===== src/rtl/dvma_pkg.sv =====
package dvma_pkg;
  localparam int VA_W        = 32;
  localparam int PAGE_SHIFT  = 13;
  localparam int MIN_ENT_LOG = 10;
  localparam int CODE_W      = 3;
  localparam int ENT_W       = 64;
  localparam int PPN_HI      = 40;
  localparam int PA_W        = PPN_HI + 1;
  localparam int IDX_W       = MIN_ENT_LOG + (1 << CODE_W) - 1;

  // entry bit positions
  localparam int E_VALID  = 63;
  localparam int E_BIGPG  = 61;
  localparam int E_STREAM = 60;
  localparam int E_CACHE  = 4;
  localparam int E_WRITE  = 1;

  // control register bit positions
  localparam int C_EN    = 0;
  localparam int C_DIAG  = 1;
  localparam int C_PGSEL = 2;
  localparam int C_CODE  = 16;

  typedef enum logic [2:0] {
    FLT_NONE    = 3'd0,
    FLT_RANGE   = 3'd1,
    FLT_INVALID = 3'd2,
    FLT_PROT    = 3'd3,
    FLT_SIZE    = 3'd4,
    FLT_PGCFG   = 3'd5
  } fault_t;

  typedef struct packed {
    logic capture;
    logic evaluate;
  } strobe_t;
endpackage


===== src/rtl/dvma_ctrl.sv =====
module dvma_ctrl
  import dvma_pkg::*;
(
  input  logic    clk,
  input  logic    rstN,
  input  logic    reqValid,
  output logic    reqReady,
  output logic    rspValid,
  input  logic    rspReady,
  input  logic    needRead,
  output logic    memRdEn,
  output strobe_t strobe
);
  typedef enum logic [1:0] {S_IDLE, S_LOOKUP, S_CHECK, S_RESP} state_t;
  state_t state, stateNext;

  always_comb begin
    stateNext = state;
    unique case (state)
      S_IDLE:   if (reqValid) stateNext = S_LOOKUP;
      S_LOOKUP: stateNext = S_CHECK;
      S_CHECK:  stateNext = S_RESP;
      S_RESP:   if (rspReady) stateNext = S_IDLE;
      default:  stateNext = S_IDLE;
    endcase
  end

  always_ff @(posedge clk) begin
    if (!rstN) state <= S_IDLE;
    else       state <= stateNext;
  end

  assign reqReady        = (state == S_IDLE);
  assign rspValid        = (state == S_RESP);
  assign memRdEn         = (state == S_LOOKUP) && needRead;
  assign strobe.capture  = (state == S_IDLE) && reqValid;
  assign strobe.evaluate = (state == S_CHECK);

  AST_ONE_INFLIGHT: assert property (@(posedge clk) disable iff (!rstN)
    (reqValid && reqReady) |-> !rspValid);
  AST_RSP_HELD: assert property (@(posedge clk) disable iff (!rstN)
    (rspValid && !rspReady) |=> rspValid);
  AST_READ_THEN_WAIT: assert property (@(posedge clk) disable iff (!rstN)
    memRdEn |=> (!rspValid && !reqReady));
endmodule


===== src/rtl/dvma_dpath.sv =====
module dvma_dpath
  import dvma_pkg::*;
(
  input  logic              clk,
  input  logic              rstN,
  input  strobe_t           strobe,
  input  logic              cfgWe,
  input  logic [31:0]       cfgWdata,
  output logic [31:0]       cfgQ,
  input  logic [VA_W-1:0]   reqVa,
  input  logic              reqWrite,
  output logic              needRead,
  output logic [IDX_W-1:0]  memRdIdx,
  input  logic [ENT_W-1:0]  memRdData,
  input  logic              memRdEn,
  input  logic              rspValid,
  input  logic              rspReady,
  output logic [PA_W-1:0]   rspPa,
  output logic              rspCache,
  output logic              rspStream,
  output fault_t            rspFault
);
  localparam logic [VA_W-1:0] BASE0 = {VA_W{1'b1}} << (PAGE_SHIFT + MIN_ENT_LOG);

  // control register
  logic              ctrlEn, ctrlDiag, ctrlPg;
  logic [CODE_W-1:0] ctrlCode;

  always_ff @(posedge clk) begin
    if (!rstN) begin
      ctrlEn <= 1'b0; ctrlDiag <= 1'b0; ctrlPg <= 1'b0; ctrlCode <= '0;
    end else if (cfgWe) begin
      ctrlEn   <= cfgWdata[C_EN];
      ctrlDiag <= cfgWdata[C_DIAG];
      ctrlPg   <= cfgWdata[C_PGSEL];
      ctrlCode <= cfgWdata[C_CODE +: CODE_W];
    end
  end

  always_comb begin
    cfgQ = '0;
    cfgQ[C_EN]             = ctrlEn;
    cfgQ[C_DIAG]           = ctrlDiag;
    cfgQ[C_PGSEL]          = ctrlPg;
    cfgQ[C_CODE +: CODE_W] = ctrlCode;
  end

  // request capture with early checks against the live settings
  logic [VA_W-1:0] winBase, winOff;
  fault_t          earlyNow;
  assign winBase = BASE0 << ctrlCode;
  assign winOff  = reqVa - winBase;

  always_comb begin
    earlyNow = FLT_NONE;
    if (ctrlPg)                 earlyNow = FLT_PGCFG;
    else if (reqVa < winBase)   earlyNow = FLT_RANGE;
  end

  logic [VA_W-1:0]   vaQ;
  logic              wrQ, bypassQ;
  logic [CODE_W-1:0] codeQ;
  fault_t            earlyQ;
  logic [IDX_W-1:0]  idxQ;

  always_ff @(posedge clk) begin
    if (!rstN) begin
      vaQ <= '0; wrQ <= 1'b0; bypassQ <= 1'b1; codeQ <= '0;
      earlyQ <= FLT_NONE; idxQ <= '0;
    end else if (strobe.capture) begin
      vaQ     <= reqVa;
      wrQ     <= reqWrite;
      bypassQ <= !ctrlEn;
      codeQ   <= ctrlCode;
      earlyQ  <= earlyNow;
      idxQ    <= winOff[PAGE_SHIFT +: IDX_W];
    end
  end

  assign needRead = !bypassQ && (earlyQ == FLT_NONE);
  assign memRdIdx = idxQ;

  // entry evaluation
  logic [PA_W-1:0] paNext;
  logic            cacheNext, streamNext;
  fault_t          faultNext;

  always_comb begin
    paNext = '0; cacheNext = 1'b0; streamNext = 1'b0; faultNext = FLT_NONE;
    if (bypassQ) begin
      paNext = PA_W'(vaQ);
    end else if (earlyQ != FLT_NONE) begin
      faultNext = earlyQ;
    end else if (!memRdData[E_VALID]) begin
      faultNext = FLT_INVALID;
    end else if (memRdData[E_BIGPG]) begin
      faultNext = FLT_SIZE;
    end else if (wrQ && !memRdData[E_WRITE]) begin
      faultNext = FLT_PROT;
    end else begin
      paNext     = {memRdData[PPN_HI:PAGE_SHIFT], vaQ[PAGE_SHIFT-1:0]};
      cacheNext  = memRdData[E_CACHE];
      streamNext = memRdData[E_STREAM];
    end
  end

  always_ff @(posedge clk) begin
    if (!rstN) begin
      rspPa <= '0; rspCache <= 1'b0; rspStream <= 1'b0; rspFault <= FLT_NONE;
    end else if (strobe.evaluate) begin
      rspPa     <= paNext;
      rspCache  <= cacheNext;
      rspStream <= streamNext;
      rspFault  <= faultNext;
    end
  end

  logic [IDX_W:0] tblEntries;
  assign tblEntries = (IDX_W+1)'(1) << (MIN_ENT_LOG + int'(codeQ));

  AST_IDX_BOUND: assert property (@(posedge clk) disable iff (!rstN)
    memRdEn |-> ({1'b0, memRdIdx} < tblEntries));
  AST_BYPASS_CLEAN: assert property (@(posedge clk) disable iff (!rstN)
    (rspValid && bypassQ) |-> (rspFault == FLT_NONE && rspPa[PA_W-1:VA_W] == '0));
  AST_FAULT_ZERO: assert property (@(posedge clk) disable iff (!rstN)
    (rspValid && rspFault != FLT_NONE) |-> (rspPa == '0 && !rspCache && !rspStream));
  AST_RSP_STABLE: assert property (@(posedge clk) disable iff (!rstN)
    (rspValid && !rspReady) |=> ($stable(rspPa) && $stable(rspFault)));
endmodule


===== src/rtl/dvma_xlate.sv =====
module dvma_xlate
  import dvma_pkg::*;
(
  input  logic              clk,
  input  logic              rstN,
  input  logic              cfgWe,
  input  logic [31:0]       cfgWdata,
  output logic [31:0]       cfgQ,
  input  logic              reqValid,
  output logic              reqReady,
  input  logic [VA_W-1:0]   reqVa,
  input  logic              reqWrite,
  output logic              rspValid,
  input  logic              rspReady,
  output logic [PA_W-1:0]   rspPa,
  output logic              rspCache,
  output logic              rspStream,
  output logic [2:0]        rspFault,
  output logic              memRdEn,
  output logic [IDX_W-1:0]  memRdIdx,
  input  logic [ENT_W-1:0]  memRdData
);
  strobe_t strobe;
  logic    needRead;
  fault_t  faultQ;

  dvma_ctrl u_ctrl (
    .clk(clk), .rstN(rstN),
    .reqValid(reqValid), .reqReady(reqReady),
    .rspValid(rspValid), .rspReady(rspReady),
    .needRead(needRead), .memRdEn(memRdEn), .strobe(strobe)
  );

  dvma_dpath u_dpath (
    .clk(clk), .rstN(rstN), .strobe(strobe),
    .cfgWe(cfgWe), .cfgWdata(cfgWdata), .cfgQ(cfgQ),
    .reqVa(reqVa), .reqWrite(reqWrite),
    .needRead(needRead), .memRdIdx(memRdIdx), .memRdData(memRdData),
    .memRdEn(memRdEn), .rspValid(rspValid), .rspReady(rspReady),
    .rspPa(rspPa), .rspCache(rspCache), .rspStream(rspStream), .rspFault(faultQ)
  );

  assign rspFault = faultQ;
endmodule


===== config.mk =====
export PLATFORM = sky130hd
export DESIGN_NAME = dvma_xlate
export DESIGN_NICKNAME = d
export VERILOG_FILES = /design/src/rtl/dvma_pkg.sv /design/src/rtl/dvma_ctrl.sv /design/src/rtl/dvma_dpath.sv /design/src/rtl/dvma_xlate.sv
export SDC_FILE = /design/constraint.sdc
export NUM_CORES = 1
export LEC_CHECK = 0
export BUFFER_PORTS_ARGS = -buffer_cell sky130_fd_sc_hd__buf_4
export CAP_MARGIN = 20
export CORE_MARGIN = 2
export CORE_UTILIZATION = 50
export CTS_CLUSTER_SIZE = 20
export DETAILED_ROUTE_END_ITERATION = 16
export PLACE_DENSITY = 0.86
export SETUP_SLACK_MARGIN = 0.5
export SLEW_MARGIN = 5
export SYNTH_ARGS = -nofsm -noshare
export SYNTH_HDL_FRONTEND = slang
export SYNTH_SLANG_ARGS = --single-unit
export TNS_END_PERCENT = 100

===== constraint.sdc =====
create_clock -name clk -period 3.06 [get_ports clk]
set_input_delay 0.306 -clock clk [delete_from_list [all_inputs] [get_ports clk]]
set_output_delay 0.306 -clock clk [all_outputs]
set_load 0.01 [all_outputs]

==> flow_summary.ini <==
[timing]
tns_ns = 0
rsz0062_at_grt = no
holdWs_ns = 0.158
slew_headroom_pct = 38.3
max_freq_ghz = 0.422
setup_viol = 0
slew_violations = 0
hold_viol = 0
fin_crit_sh_pct = 77.5
skew_ns = 0.0102
fin_crit_ns = 2.37
tightest_slew_ns = 0.922

[cells_and_area]
areaGrowthSynthToFinish_pct = 26.2
drive_above_1_share_pct = 31.2
stdcell_count = 822
final_nets = 833
final_util_pct = 64.9
diodes = 0

[logic_synthesis]
netlist_area_mm2 = 0.00475
synthXorXnorAreaFrac_pct = 0
synth_edf_count = 0
synth_compound_area_share_pct = 14.5
netlist-cell-type-count = 44
netlist_instances = 563
synth_top_cell_by_area = dfxtp_1
synth_warnings = 0
synthAdderAreaFrac_pct = 2.90
synthArstFlopShare_pct = 0
yosysSeqAreaShare_pct = 45.1
synth-seq-cells = 107
synthTopCellsByCount = dfxtp_1, nand2_1, a21oi_1
synth.area.top_cells = dfxtp_1, a21oi_1, nand2_1
avgSynthCellArea_um2 = 8.44
synthSimpleGateAreaFrac_pct = 22.6
synth_top_family_by_area = simple AND/OR/NAND/NOR gates
yosysMostFrequentCell = dfxtp_1
muxShareOfSynthArea_pct = 5.98
synth.top_cell.area_share_pct = 45.1
ys.flop_type = dfxtp_1

[clock_network]
cts_tree = built
numClockSinks = 107
htree_levels = 3
cts_hold_buf = 0
ctsResizeCount = 0
clk_pin_slew_ns = 0.10
cts-root-buf = clkbuf_8
clk_latency_ns = 0.35
clk_path_buf_depth = 2
numCtsBuffers = 9
post_cts_buffers = 0

[power_and_ir_drop]
finalPower_mw = 3.87
peakVddDrop_v = 0.000405
leakagePower_nw = 2.63
power.density_mw_per_mm2 = 645

[floorplan]
num_io_pins = 232
dieArea_mm2 = 0.0103
die_width_um = 102
std_cell_rows = 35
initial_core_util_pct = 51.4
core_area_mm2 = 0.00924
die_y_um = 102

[drt]
via_per_inst = 5.14
ant_nets = 0
routed_wl_um = 11500
avgRoutedWirePerCell_um = 13.9
drc_errors = 0
drtPass1Iterations = 6
drt_iter0_drc = 115
num_vias = 4227

[grt]
grt_start_max_net_pins = 68
grt_antenna_before_repair = 0
grt-ovfl-total = 0
grtUsageTotal_pct = 21.7
grt_pass1_vias = 3989
grt_pass1_wl_um = 18000

[critical_path]
arrival_ns = 2.60
crit_start = u_dpath.ctrlCode[2]$_SDFFE_PN0P_
critPathKind = flop to flop
worstReg2RegStart = u_dpath.ctrlCode[2]$_SDFFE_PN0P_
crit_chain = or3_1 > ha_1 > o211ai_1 > a211oi_1 > a2111oi_0 > o41ai_1
crit_slowest_cell = a2111oi_0
crit_path_start_kind = flop
cp_data_required_time_ns = 3.29
cp-end-kind = flop
path_max_fanout = 9
slowest_delay_ns = 0.47

[place]
dp_hpwl_um = 8210
numPortBuffers = 148
dp_cells = 806
place_congestion = 0.838

[run]
cap_violations = 0

[status]
outcome = completed

[worst_hold_path]
hp-start = memRdData[40]
hold_class = input port to flop
## critical path: cells and delay by family (launching register included)
kind / cells / cell delay (ns)
adder cells (fa/ha/maj): 1 / 0.34
AO/OA/AOI/OAI: 4 / 1.09
flip-flops: 1 / 0.41
AND/OR/NAND/NOR: 1 / 0.41
## logic make-up (layout without fill, tap and decap cells)
family / count (synthesis) / after routing
AO/OA/AOI/OAI: 119 / 119
multiplexers: 26 / 26
adder cells (fa/ha/maj): 11 / 11
other: 1 / 26
flip-flops: 107 / 107
buffers and inverters: 78 / 183
AND/OR/NAND/NOR: 221 / 221
## area by class of cell
type / count / area, µm²
well taps: 129 / 161
clock buffers: 11 / 131
inverters: 11 / 42.5
fillers: 805 / 3240
clock inverters: 5 / 62.6
repair buffers: 156 / 1170
flip-flops and latches: 107 / 2140
multi-input cells: 403 / 2290
## flip-flops by register name, indices dropped and copies added, names as in the netlist, 2 cells and up
| register | cells |
|---|---|
| u_dpath.rspFault | 3 |
| u_dpath.earlyQ | 2 |
| u_dpath.vaQ | 32 |
| u_dpath.memRdIdx | 17 |
| u_ctrl.state | 2 |
| u_dpath.rspPa | 41 |
| u_dpath.ctrlCode | 3 |
## per-layer routing
metal / GRT usage (%) / part of all wire, % / up-vias
li1: - / - / 2084
met1: 26.9 / 43 / 1961
met2: 35.8 / 48 / 158
met3: 5.38 / 6.6 / 24
met4: 9.46 / 2.5 / 0
met5: 0 / 0 / -
## power by group
group | switching [mW] | internal, mW | leakage (nW)
clock network | 0.471 | 0.386 | 0.0954
logic | 0.745 | 0.556 | 1.66
registers | 0.119 | 1.59 | 0.872
## worst paths after layout
kind                                  endpoint  cells past startpoint  slack, ns
min reg2reg       u_dpath.vaQ[24]$_SDFFE_PN0P_                      2       0.46
max reg2reg  u_dpath.memRdIdx[15]$_SDFFE_PN0P_                      6       0.69
min             u_dpath.rspPa[40]$_SDFFE_PN0P_                      3       0.16
max          u_dpath.memRdIdx[15]$_SDFFE_PN0P_                      6       0.69
## layout by cell type (no fill, tap or decap), types with 2 or more instances in the layout
cell type / instances
a211oi_1: 2
and3_1: 4
clkinv_2: 2
nor2_1: 16
o211ai_1: 3
and2_1: 4
nand2_1: 97
nor3_1: 5
nand3_1: 40
a21oi_1: 86
buf_4: 156
clkbuf_1: 2
a31oi_1: 3
o21a_1: 2
mux2_2: 19
nand2b_1: 22
mux2i_1: 7
inv_1: 10
dfxtp_1: 107
ha_1: 10
or3_1: 3
nor2_2: 10
clkbuf_8: 9
nor2b_1: 3
o21ai_0: 4
conb_1: 26
and2b_1: 10
a21oi_2: 10
## metrics by stage
stage | cell area [µm²] | worst slack (ns)
global route | 6000 | 0.527
finish | 6000 | 0.688
CTS | 6000 | 0.720
detailed placement | 5800 | 0.838
floorplan | 4850 | 1.04
global placement | 5800 | 0.869
(Power assumes the default switching activity.)
